--- src/rtl/lpm_sel_pkg.sv ---
// Package: shared sizing helpers for the longest-length port selector.
// Assumes: port and length counts are positive.
package lpm_sel_pkg;

    // Width of a binary index that can name n items (at least one bit).
    function automatic int idx_width(input int n);
        return (n > 1) ? $clog2(n) : 1;
    endfunction

    // Width of a binary value that can hold 0..n.
    function automatic int count_width(input int n);
        return $clog2(n + 1);
    endfunction

endpackage

--- src/rtl/lpm_len_union.sv ---
// Module: ORs the length lines of all ports per length.
// Assumes: port p occupies bits [p*LEN_W +: LEN_W] of the flat input.
module lpm_len_union #(
    parameter int NUM_PORTS = 4,
    parameter int LEN_W     = 32
) (
    input  logic [NUM_PORTS*LEN_W-1:0] vec_in,
    output logic [LEN_W-1:0]           any_len
);

    // Per-length OR across every port slice.
    always_comb begin
        any_len = '0;
        for (int p = 0; p < NUM_PORTS; p++) begin
            any_len = any_len | vec_in[p*LEN_W +: LEN_W];
        end
    end

endmodule

--- src/rtl/lpm_top_len.sv ---
// Module: locates the highest set length line.
// Assumes: bit i stands for length i+1; outputs a one-hot marker and binary length.
module lpm_top_len #(
    parameter int LEN_W = 32,
    localparam int LW   = lpm_sel_pkg::count_width(LEN_W)
) (
    input  logic [LEN_W-1:0] any_len,
    output logic [LEN_W-1:0] top_mark,
    output logic [LW-1:0]    top_len,
    output logic             found
);

    // Upward scan so the last set bit seen (the longest) wins.
    always_comb begin
        top_mark = '0;
        top_len  = '0;
        found    = 1'b0;
        for (int i = 0; i < LEN_W; i++) begin
            if (any_len[i]) begin
                top_mark    = '0;
                top_mark[i] = 1'b1;
                top_len     = LW'(i + 1);
                found       = 1'b1;
            end
        end
    end

endmodule

--- src/rtl/lpm_port_pick.sv ---
// Module: finds which ports hold the marked length and encodes the lowest one.
// Assumes: top_mark is one-hot or zero.
module lpm_port_pick #(
    parameter int NUM_PORTS = 4,
    parameter int LEN_W     = 32,
    localparam int PW       = lpm_sel_pkg::idx_width(NUM_PORTS)
) (
    input  logic [NUM_PORTS*LEN_W-1:0] vec_in,
    input  logic [LEN_W-1:0]           top_mark,
    output logic [PW-1:0]              port_sel,
    output logic                       multi
);

    logic [NUM_PORTS-1:0] holds;

    // One holder test per port.
    for (genvar g = 0; g < NUM_PORTS; g++) begin : g_hold
        assign holds[g] = |(vec_in[g*LEN_W +: LEN_W] & top_mark);
    end

    // Downward scan so the lowest holding port wins; count holders.
    always_comb begin
        int n;
        n        = 0;
        port_sel = '0;
        for (int p = NUM_PORTS - 1; p >= 0; p--) begin
            if (holds[p]) begin
                port_sel = PW'(p);
                n        = n + 1;
            end
        end
        multi = (n > 1);
    end

endmodule

--- src/rtl/lpm_port_select.sv ---
// Module: longest-length forwarding port selector (top).
// Assumes: flat vector, port p in bits [p*LEN_W +: LEN_W], bit i = length i+1.
// One-cycle registered decision; synchronous active-low reset.
module lpm_port_select #(
    parameter int NUM_PORTS = 4,
    parameter int LEN_W     = 32,
    localparam int PW       = lpm_sel_pkg::idx_width(NUM_PORTS),
    localparam int LW       = lpm_sel_pkg::count_width(LEN_W)
) (
    input  logic                       clk,
    input  logic                       rst_n,
    input  logic [NUM_PORTS*LEN_W-1:0] len_vec,
    output logic                       hit,
    output logic [PW-1:0]              port_idx,
    output logic [LW-1:0]              match_len,
    output logic                       conflict
);

    logic [LEN_W-1:0] any_len;
    logic [LEN_W-1:0] top_mark;
    logic [LW-1:0]    top_len;
    logic             found;
    logic [PW-1:0]    port_sel;
    logic             multi;

    lpm_len_union #(.NUM_PORTS(NUM_PORTS), .LEN_W(LEN_W)) u_union (
        .vec_in (len_vec),
        .any_len(any_len)
    );

    lpm_top_len #(.LEN_W(LEN_W)) u_top (
        .any_len (any_len),
        .top_mark(top_mark),
        .top_len (top_len),
        .found   (found)
    );

    lpm_port_pick #(.NUM_PORTS(NUM_PORTS), .LEN_W(LEN_W)) u_pick (
        .vec_in  (len_vec),
        .top_mark(top_mark),
        .port_sel(port_sel),
        .multi   (multi)
    );

    // Register the decision; zeros on reset.
    always_ff @(posedge clk) begin
        if (!rst_n) begin
            hit       <= 1'b0;
            port_idx  <= '0;
            match_len <= '0;
            conflict  <= 1'b0;
        end else begin
            hit       <= found;
            port_idx  <= port_sel;
            match_len <= top_len;
            conflict  <= multi;
        end
    end

endmodule

--- config.mk ---
export PLATFORM = sky130hd
export DESIGN_NAME = lpm_port_select
export DESIGN_NICKNAME = d
export VERILOG_FILES = /design/src/rtl/lpm_sel_pkg.sv /design/src/rtl/lpm_len_union.sv /design/src/rtl/lpm_top_len.sv /design/src/rtl/lpm_port_pick.sv /design/src/rtl/lpm_port_select.sv
export SDC_FILE = /design/constraint.sdc
export NUM_CORES = 1
export LEC_CHECK = 0
export BUFFER_PORTS_ARGS = -buffer_cell sky130_fd_sc_hd__buf_2
export CORE_ASPECT_RATIO = 1.1
export CORE_MARGIN = 1.5
export CORE_UTILIZATION = 46
export CTS_CLUSTER_DIAMETER = 30
export DETAILED_ROUTE_END_ITERATION = 16
export GPL_ROUTABILITY_DRIVEN = 1
export PLACE_DENSITY_LB_ADDON = 0.25
export SKIP_CTS_REPAIR_TIMING = 1
export SYNTH_ARGS = -nofsm -noshare
export SYNTH_HDL_FRONTEND = slang
export SYNTH_HIERARCHICAL = 1
export SYNTH_SLANG_ARGS = --single-unit
--- constraint.sdc ---
create_clock -name clk -period 8.9 [get_ports clk]
set_input_delay 2.67 -clock clk [delete_from_list [all_inputs] [get_ports clk]]
set_output_delay 2.67 -clock clk [all_outputs]
set_load 0.005 [all_outputs]
==> results of run 1 <==
==> critical path, delay by kind of cell <==
family / cells / cell delay [ps]
adders and majority gates: 1 / 250
AOI/OAI and AO/OA: 4 / 760
buffers and inverters: 2 / 210
and+or+nand+nor: 10 / 3130
==> path summary, 6_finish.rpt <==
| kind | start | endpoint | slack [ps] |
|---|---|---|---|
| hold / removal | rst_n | match_len[1] | 2770 |
| setup / recovery | len_vec[63] | conflict | 2070 |
==> power by group <==
| part | total [W] | switching, W | leakage, nW | internal [W] |
|---|---|---|---|---|
| Combinational | 0.0000700 | 0.0000383 | 1.18 | 0.0000316 |
| Sequential | 0.0000474 | 0.000000433 | 0.0822 | 0.0000469 |
| Clock | 0.0000459 | 0.0000164 | 0.0216 | 0.0000295 |
| Total | 0.000163 | 0.0000552 | 1.29 | 0.000108 |
==> state kept, by name (all words and copies together) (netlist names) <==
signal and cells:
conflict 1, hit 1, match_len 6, port_idx 2
==> through the flow <==
| stage | utilization [%] | cells |
|---|---|---|
| floorplan | - | 276 |
| global placement | 64.7 | 464 |
| detailed placement | 64.7 | 464 |
| CTS | 65.7 | 467 |
| global route | 65.7 | 467 |
| finish | 65.7 | 467 |
==> layer usage <==
| layer | wire [µm] | share of wire, % |
|---|---|---|
| met1 | 3760 | 35 |
| met2 | 4870 | 45 |
| met3 | 1550 | 14 |
| met4 | 659 | 6.1 |
| met5 | 0 | 0 |
==> cell usage in the layout, fill, tap and decap left out, types with 2 or more instances in the layout <==
cell type and instances:
nand2_1 11, nor4_1 4, a22oi_1 62, and2_1 17
a21oi_1 8, o311ai_0 2, nor2_1 21, nor4_2 2
or4_1 34, and4_1 4, a22oi_2 2, and4b_1 2
and3_1 10, nor2b_1 4, dfxtp_1 10, clkbuf_8 3
nor4b_2 2, buf_2 139, nor3b_1 5, nand4_1 13
ha_1 5, a31o_1 2, o21ai_0 7, and3b_1 4
a211oi_1 3, inv_1 10, nor3_2 2, o311a_1 2
nor3_1 8
==> Yosys cell counts (3+ instances only) <==
cell and instances:
a211oi_1 3, a21oi_1 8, a22oi_1 62, and2_1 17, and3_1 10, and3b_1 4, and4_1 4, buf_4 3
dfxtp_1 10, ha_1 5, inv_1 10, nand2_1 11, nand4_1 13, nor2_1 21, nor2b_1 4, nor3_1 8
nor3b_1 5, nor4_1 4, o21ai_0 7, or4_1 34
==> layout make-up <==
cell class,count,share of cell area (%)
inverter,10,1.32
multi-input combinational,251,63.2
tap,54,2.38
clock buffer,3,1.46
timing repair buffer,139,24.5
sequential,10,7.06
==> cells by family (layout without fill, tap and decap cells) <==
kind of cell / count (synthesis) / in the layout / share of synthesized area (%)
AND/OR/NAND/NOR: 152 / 152 / 48.9
adder cells (fa/ha/maj): 5 / 5 / 3.02
buffers and inverters: 15 / 152 / 3.98
flip-flops: 10 / 10 / 9.65
AO/OA/AOI/OAI: 93 / 93 / 34.0
multiplexers: 1 / 1 / 0.483
==> impl_metrics.tcl, run 1 <==
set metrics [dict create \
    outcome "finished, final reports clean" \
    coreArea_mm2 0.00432 \
    route.detailed.drc 0 \
    die_h_um 73.4 \
    globalRouteMet2Util_pct 69.4 \
    grt_pass1_vias 3142 \
    die_area_mm2 0.00492 \
    synth-seq-cells 10 \
    antenna_cells 0 \
    grtUsageMet1_pct 54.8 \
    nets 550 \
    area_growth_pct 36.6 \
    fill_cells 394 \
    hold_violations 0 \
    rsz0062_at_grt "no" \
    cp.arrival_ps 7010 \
    max-slew-margin-rel_pct 41.0 \
    cts_buffers 3 \
    register_area_um2 200 \
    syn_avg_cell_area_um2 7.52 \
    dpl.hpwl_mm 9.40 \
    grt_util_met3_pct 7.50 \
    row_count 25 \
    multi_input_area_mm2 0.00179 \
    preCtsSetupSlack_ps 1980 \
    grt_overflow_total 0 \
    total_power_w 0.000163 \
    finalMaxSlewViolations 0 \
    die_w_um 67.0 \
    routed_wl_mm 10.8 \
    start_util_pct 48.1 \
    grt.total_usage_pct 44.0 \
    yosysUniqueCellTypes 44 \
    wire_per_inst_um 23.2 \
    vias 3368 \
    clock-sinks 10 \
    setup_viol 0 \
    power_leakage_nw 1.29 \
    hold_ws_ps 2770 \
    hp-class "in2reg" \
    yosysTopAreaCell "a22oi_1" \
    syn-instance-count 276 \
    ios 140 \
    peakVddDrop_v 0.0000363 \
    grt_pass1_wl_mm 16.1 \
    max_freq_mhz 146 \
    fin_setup_tns_ps 0 \
    crit_top_cell "and2_1" \
    grt_most_used_layer "met2" \
    path_clk_slew_ps 40 \
    ys_warn_count 6 \
    synth_edf_count 0 \
    gp_congestion 1.05 \
    critPathMaxFanout 15 \
    layout_min_cycle_time_ps 6830 \
    crit_path_end_kind "register" \
    synth_area_mm2 0.00207 \
    finalWorstSetupSlack_ps 2070 \
    maxCapViolations 0 \
    cts_tree "built" \
    seq_area_frac_synth_pct 9.65 \
    slowest_stage "or4_1" \
    root_buffer "clkbuf_8" \
    viasPerCell 7.21 \
    synth_area_leaders "a22oi_1, or4_1, dfxtp_1" \
    critPathKind "in2reg" \
    synth-main-ff-cell "dfxtp_1" \
    start_kind "input pin" \
    yosysTopAreaCellShare_pct 22.4 \
    drive_gt1_share_pct 38.0 \
    drt_iter0_drc 534 \
    antenna_found_initial 0 \
    syn-num-nets 411 \
    max_stage_delay_ps 860 \
    grt_max_degree 16 \
    crit_required_ps 9080 \
    hold-path-cell-count 2 \
    postLayoutCellArea_mm2 0.00283 \
    placed_cell_area_mm2 0.00279 \
    period_share_pct 76.8 \
    io_buffers 139 \
    drtPass1Iterations 6 \
    cts.path.max_buffers 2 \
    htreeDepth 1 \
    synthArstFlopShare_pct 0 \
    worstMarginPinSlew_ps 877 \
    cp_cell_sequence "buf_2, or4_1, or3_4, nor3_2, and3_4, nand2_2, nor4b_2, a22oi_1, nand4_1, nor2_1, and2_1, inv_1, ha_1, a21oi_1, a31o_1, a211oi_1, and2_1" \
    power_density_mw_per_mm2 57.6 \
    ant_nets 0 \
]
Note: power is estimated with default switching activity, not from simulation.
==> run 2, diff against run 1 <==
--- a/config.mk
+++ b/config.mk
@@ -5,6 +5,7 @@
 export SDC_FILE = /design/constraint.sdc
 export NUM_CORES = 1
 export LEC_CHECK = 0
+export ABC_AREA = 1
 export BUFFER_PORTS_ARGS = -buffer_cell sky130_fd_sc_hd__buf_2
 export CORE_ASPECT_RATIO = 1.1
 export CORE_MARGIN = 1.5
==> constraint.sdc (replaced) <==
create_clock -name clk -period 6.48 [get_ports clk]
set_input_delay 1.944 -clock clk [delete_from_list [all_inputs] [get_ports clk]]
set_output_delay 1.944 -clock clk [all_outputs]
set_load 0.005 [all_outputs]
==> run 2 against run 1 <==
Compared with the run above:
- clock power rose by 67%
- setup slack worse by 580 ps
- routed wire length is 27% lower
- synthesized cell count rose by 87%
- power up 47%
- cell count up 53%
- global-route usage shrank 17 points
- synthesized area grew 18%
- via count up 7.4%
- critical path depth increased by 6
- critical path type unchanged
- critical endpoint unchanged
- largest cell class unchanged
- highest routed layer unchanged
==> impl_metrics.tcl, run 2 <==
set metrics [dict create \
    outcome "finished, final reports clean" \
    synth_common_cells "nand2_1, nor2_1, inv_1" \
    max-slew-margin-rel_pct 54.9 \
    yosysTopAreaCellShare_pct 31.4 \
    route.detailed.drc 0 \
    crit_required_ps 6620 \
    synth_area_mm2 0.00244 \
    synth_most_common_cell "nand2_1" \
    antenna_found_initial 0 \
    path_buf_inv 5 \
    syn-num-nets 650 \
    crit_top_cell "nand2_1" \
    cp_cell_sequence "buf_2, nor2_1, nand2_1, buf_4, nor3_2, nand2_1, inv_2, nand3_1, nor4b_1, nand2_1, nand4_1, a21oi_1, nand4_1, nor3_1, ha_1, inv_1, nand3_1, nand2_2, nand2_2, a21oi_1, nand2_1, nand2_1, inv_1" \
    period_share_pct 77.0 \
    largest_reg_flops 6 \
    cts_tree "built" \
    worstMarginPinSlew_ps 670 \
    synth-seq-cells 10 \
    setup_viol 0 \
    hp-class "in2reg" \
    synthAdderAreaFrac_pct 2.56 \
    total_power_w 0.000239 \
    syn-instance-count 515 \
    grt_pass1_wl_mm 12.8 \
    root_buffer "clkbuf_8" \
    max_freq_mhz 200 \
    synthMuxAreaShare_pct 0 \
    cts.path.max_buffers 2 \
    dpl.hpwl_mm 7.05 \
    peakVddDrop_v 0.0000880 \
    critPathKind "in2reg" \
    syn_avg_cell_area_um2 4.74 \
    finalMaxSlewViolations 0 \
    final_cell_mix "nand2_1, buf_2, nor2_1, inv_1, a22o_1" \
    synth_edf_count 0 \
    layout_min_cycle_time_ps 4990 \
    slowest_stage "nor4b_1" \
    coreArea_mm2 0.00507 \
    rsz0062_at_grt "no" \
    nets 791 \
    clock-sinks 10 \
    cts_buffers 3 \
    io_buffers 139 \
    die_h_um 79.4 \
    seq_area_frac_synth_pct 8.20 \
    ys_warn_count 6 \
    htreeDepth 1 \
    start_util_pct 48.2 \
    crit_path_end_kind "register" \
    die_area_mm2 0.00576 \
    viasPerCell 5.07 \
    drtPass1Iterations 5 \
    yosysUniqueCellTypes 26 \
    max_stage_delay_ps 560 \
    start_kind "input pin" \
    grt_pass1_vias 3160 \
    power_density_mw_per_mm2 73.8 \
    vias 3616 \
    synth_compound_area_share_pct 12.6 \
    path_delay_family "simple AND/OR/NAND/NOR gates" \
    maxCapViolations 0 \
    row_count 27 \
    ios 140 \
    ant_nets 0 \
    drt_iter0_drc 208 \
    grt_overflow_total 0 \
    synth_top_family_by_area "simple AND/OR/NAND/NOR gates" \
    synthArstFlopShare_pct 0 \
    yosysTopAreaCell "nand2_1" \
    synth-xor-area-share_pct 0 \
    final_common_cell "nand2_1" \
    grt.total_usage_pct 27.0 \
    cp.arrival_ps 5130 \
    critPathMaxFanout 13 \
    area_growth_pct 32.7 \
    drive_gt1_share_pct 25.0 \
    reg_top3 "match_len x6, port_idx x2" \
    die_w_um 72.5 \
    grt_max_degree 14 \
    synth-main-ff-cell "dfxtp_1" \
    wire_per_inst_um 11.1 \
    power_leakage_nw 1.84 \
    hold_violations 0 \
    regMostFlops "match_len" \
    synth_area_leaders "nand2_1, nor2_1, a22o_1" \
    gp_congestion 0.921 \
    antenna_cells 0 \
    fin_setup_tns_ps 0 \
    synthSimpleGateAreaFrac_pct 66.8 \
    path_clk_slew_ps 40 \
    routed_wl_mm 7.92 \
]
run 2: through the flow:
step / cells / setup slack [ps] / area [µm²] / hold slack [ps] / utilization (%)
CTS: 713 / 1490 / 3240 / 2010 / 64.0
global route: 713 / 1090 / 3240 / 2040 / 64.0
detailed placement: 709 / 1270 / 3190 / 2260 / 62.9
finish: 713 / 1490 / 3240 / 2010 / 64.0
global placement: 709 / 1420 / 3190 / 2250 / 62.9
floorplan: 515 / 1980 / 2440 / 2150 / -
run 2: cell families after synthesis:
group                      Yosys count
AOI/OAI and AO/OA                   41
adders and majority gates            5
buffers and inverters               60
DFF                                 10
and+or+nand+nor                    399
run 2: worst paths after layout:
check,start,endpoint,slack [ps],cells after the start
worst max-delay path,len_vec[95],conflict,1490,23
worst min-delay path,rst_n,conflict,2010,3
run 2: power by group:
| group | internal, W | switching (W) |
|---|---|---|
| sequential | 0.0000645 | 0.000000522 |
| clock | 0.0000533 | 0.0000232 |
| combinational | 0.0000458 | 0.0000518 |
| total | 0.000164 | 0.0000756 |
run 2: per-layer routing:
metal,vias to the layer above,track usage [%],share of wire [%]
met5,-,0,0
met2,141,50.0,50
met4,0,8.49,2.0
li1,1922,-,-
met1,1542,33.2,43
met3,11,1.01,5.5
run 2: area by class of cell:
cell class              instances  area (µm²)
fillers                       521        1830
multi-input cells             445        2000
repair buffers                140         703
clock buffers                   4        55.1
inverters                      56         210
flip-flops and latches         10         200
well taps                      58        72.6
==> run 3, diff against run 2 <==
--- a/config.mk
+++ b/config.mk
@@ -5,11 +5,11 @@
 export SDC_FILE = /design/constraint.sdc
 export NUM_CORES = 1
 export LEC_CHECK = 0
-export ABC_AREA = 1
+export ABC_AREA = 0
 export BUFFER_PORTS_ARGS = -buffer_cell sky130_fd_sc_hd__buf_2
 export CORE_ASPECT_RATIO = 1.1
 export CORE_MARGIN = 1.5
-export CORE_UTILIZATION = 46
+export CORE_UTILIZATION = 43
 export CTS_CLUSTER_DIAMETER = 30
 export DETAILED_ROUTE_END_ITERATION = 16
 export GPL_ROUTABILITY_DRIVEN = 1
==> constraint.sdc (replaced) <==
create_clock -name clk -period 5.1 [get_ports clk]
set_input_delay 1.53 -clock clk [delete_from_list [all_inputs] [get_ports clk]]
set_output_delay 1.53 -clock clk [all_outputs]
set_load 0.005 [all_outputs]
==> run 3 against run 2 <==
Compared with the run above:
- die area is 8.8% lower
- critical path type unchanged
- largest power group unchanged
- sequential share of layout area hardly changed
- non-clock buffer count is 51 higher
- global-route usage is 15 points higher
- highest routed layer unchanged
==> impl_metrics.tcl, run 3 (same netlist as run 1, synthesis figures left out) <==
set metrics [dict create \
    htreeDepth 1 \
    root_buffer "clkbuf_8" \
    hp-class "in2reg" \
    period_share_pct 98.2 \
    io_buffers 139 \
    multi_input_area_mm2 0.00182 \
    final_cell_mix "buf_2, a22oi_1, buf_4, or4_1, nor2_1" \
    vias 3548 \
    cts.path.max_buffers 2 \
    path_clk_slew_ps 40 \
    clock-sinks 10 \
    rsz0062_at_grt "no" \
    drive_gt1_share_pct 45.9 \
    fin_setup_tns_ps 0 \
    fill_cells 404 \
    cts_tree "built" \
    met2RoutedLength_mm 5.25 \
    max_freq_mhz 200 \
    grt_overflow_total 0 \
    finalMaxSlewViolations 0 \
    route.detailed.drc 0 \
    start_kind "input pin" \
    final_common_cell "buf_2" \
    area_growth_pct 57.4 \
    reg_top3 "match_len x6, port_idx x2" \
    coreArea_mm2 0.00465 \
    cts_buffers 3 \
    max-slew-margin-rel_pct 45.9 \
    crit_path_end_kind "register" \
    grt.total_usage_pct 42.5 \
    die_h_um 75.9 \
    stdcell_count 522 \
    hold_path.startpoint "rst_n" \
    finalWorstSetupSlack_ps 91.6 \
    die_w_um 69.2 \
    power_density_mw_per_mm2 95.7 \
    setup_viol 0 \
    postLayoutCellArea_mm2 0.00327 \
    routed_wl_mm 11.6 \
    antenna_found_initial 0 \
    highest_layer "met4" \
    antenna_cells 0 \
    regMostFlops "match_len" \
    grt_max_degree 15 \
    peakVddDrop_v 0.0000823 \
    ios 140 \
    grt_pass1_wl_mm 16.9 \
    worstMarginPinSlew_ps 805 \
    start_util_pct 44.6 \
    grt_pass1_vias 3254 \
    drt_iter0_drc 355 \
    dr_wl_met3_mm 1.45 \
    row_count 26 \
    hold_violations 0 \
    maxCapViolations 0 \
    wire_per_inst_um 22.2 \
    preCtsSetupSlack_ps -77.8 \
    die_area_mm2 0.00525 \
    placed_cell_area_mm2 0.00319 \
    cp.arrival_ps 5190 \
    outcome "finished, final reports clean" \
    min_to "hit" \
    ant_nets 0 \
    largest_reg_flops 6 \
    gp_congestion 1.16 \
    register_area_um2 200 \
    drtPass1Iterations 5 \
    dp_cells 518 \
    viasPerCell 6.80 \
    critPathMaxFanout 8 \
    dpl.hpwl_mm 10.1 \
    layout_min_cycle_time_ps 5010 \
    critPathKind "in2reg" \
    nets 602 \
    hold_ws_ps 1620 \
    wl_met1_mm 4.08 \
    hold-path-cell-count 2 \
    power_leakage_nw 1.56 \
    crit_required_ps 5280 \
]
==> run 3: cell count changes in the layout (fill, tap and decap cells not counted), moves of 10 or more <==
cell / delta
nand2_1: -193
nor2_1: -111
a22oi_1: +62
buf_4: +51
inv_1: -37
or4_1: +33
a22o_1: -25
and2_1: +17
nand3_1: -14
and3_1: +10
==> run 3: power by group <==
group	total, W	switching, W	internal (W)
sequential	0.0000825	0.000000668	0.0000819
combinational	0.000134	0.0000694	0.0000641
clock	0.0000965	0.0000289	0.0000676
==> run 3: through the flow <==
step / power [W] / utilization [%]
floorplan: 0.000122 / -
global placement: 0.000210 / 68.5
detailed placement: 0.000211 / 68.5
CTS: 0.000308 / 69.7
global route: 0.000328 / 70.2
finish: 0.000313 / 70.2
==> run 3: how the worst max path moves through the flow <==
stage | from | endpoint | slack (ps)
after floorplan | len_vec[63] | conflict | 200
after global placement | len_vec[62] | conflict | -20
final | len_vec[46] | conflict | 90
after CTS | len_vec[62] | conflict | 140
after global routing | len_vec[50] | conflict | 5
after detailed placement | len_vec[62] | conflict | -80
==> run 3: area by class of cell <==
class | instances | share of cell area [%]
multi-input cells | 251 | 55.6
repair buffers | 191 | 33.3
flip-flops and latches | 10 | 6.13
well taps | 56 | 2.15
clock buffers | 4 | 1.69
inverters | 10 | 1.15
==> run 3: critical path, stage by stage <==
cell      delay [ps]
buf_2            120
or4_1            560
or4_1            600
nor3_2           200
and3_1           330
and4_1           300
a22oi_1          110
nand4_1          130
nor2_1            70
and2_1           190
ha_1             390
nor2_1            90
a31o_1           230
a211oi_1         200
and2_1           150
==> run 3: layer usage <==
metal / GRT usage [%] / vias up
met4: 30.5 / 0
met2: 71.4 / 357
met1: 51.3 / 1579
met3: 5.16 / 68
met5: 0 / -
li1: - / 1544
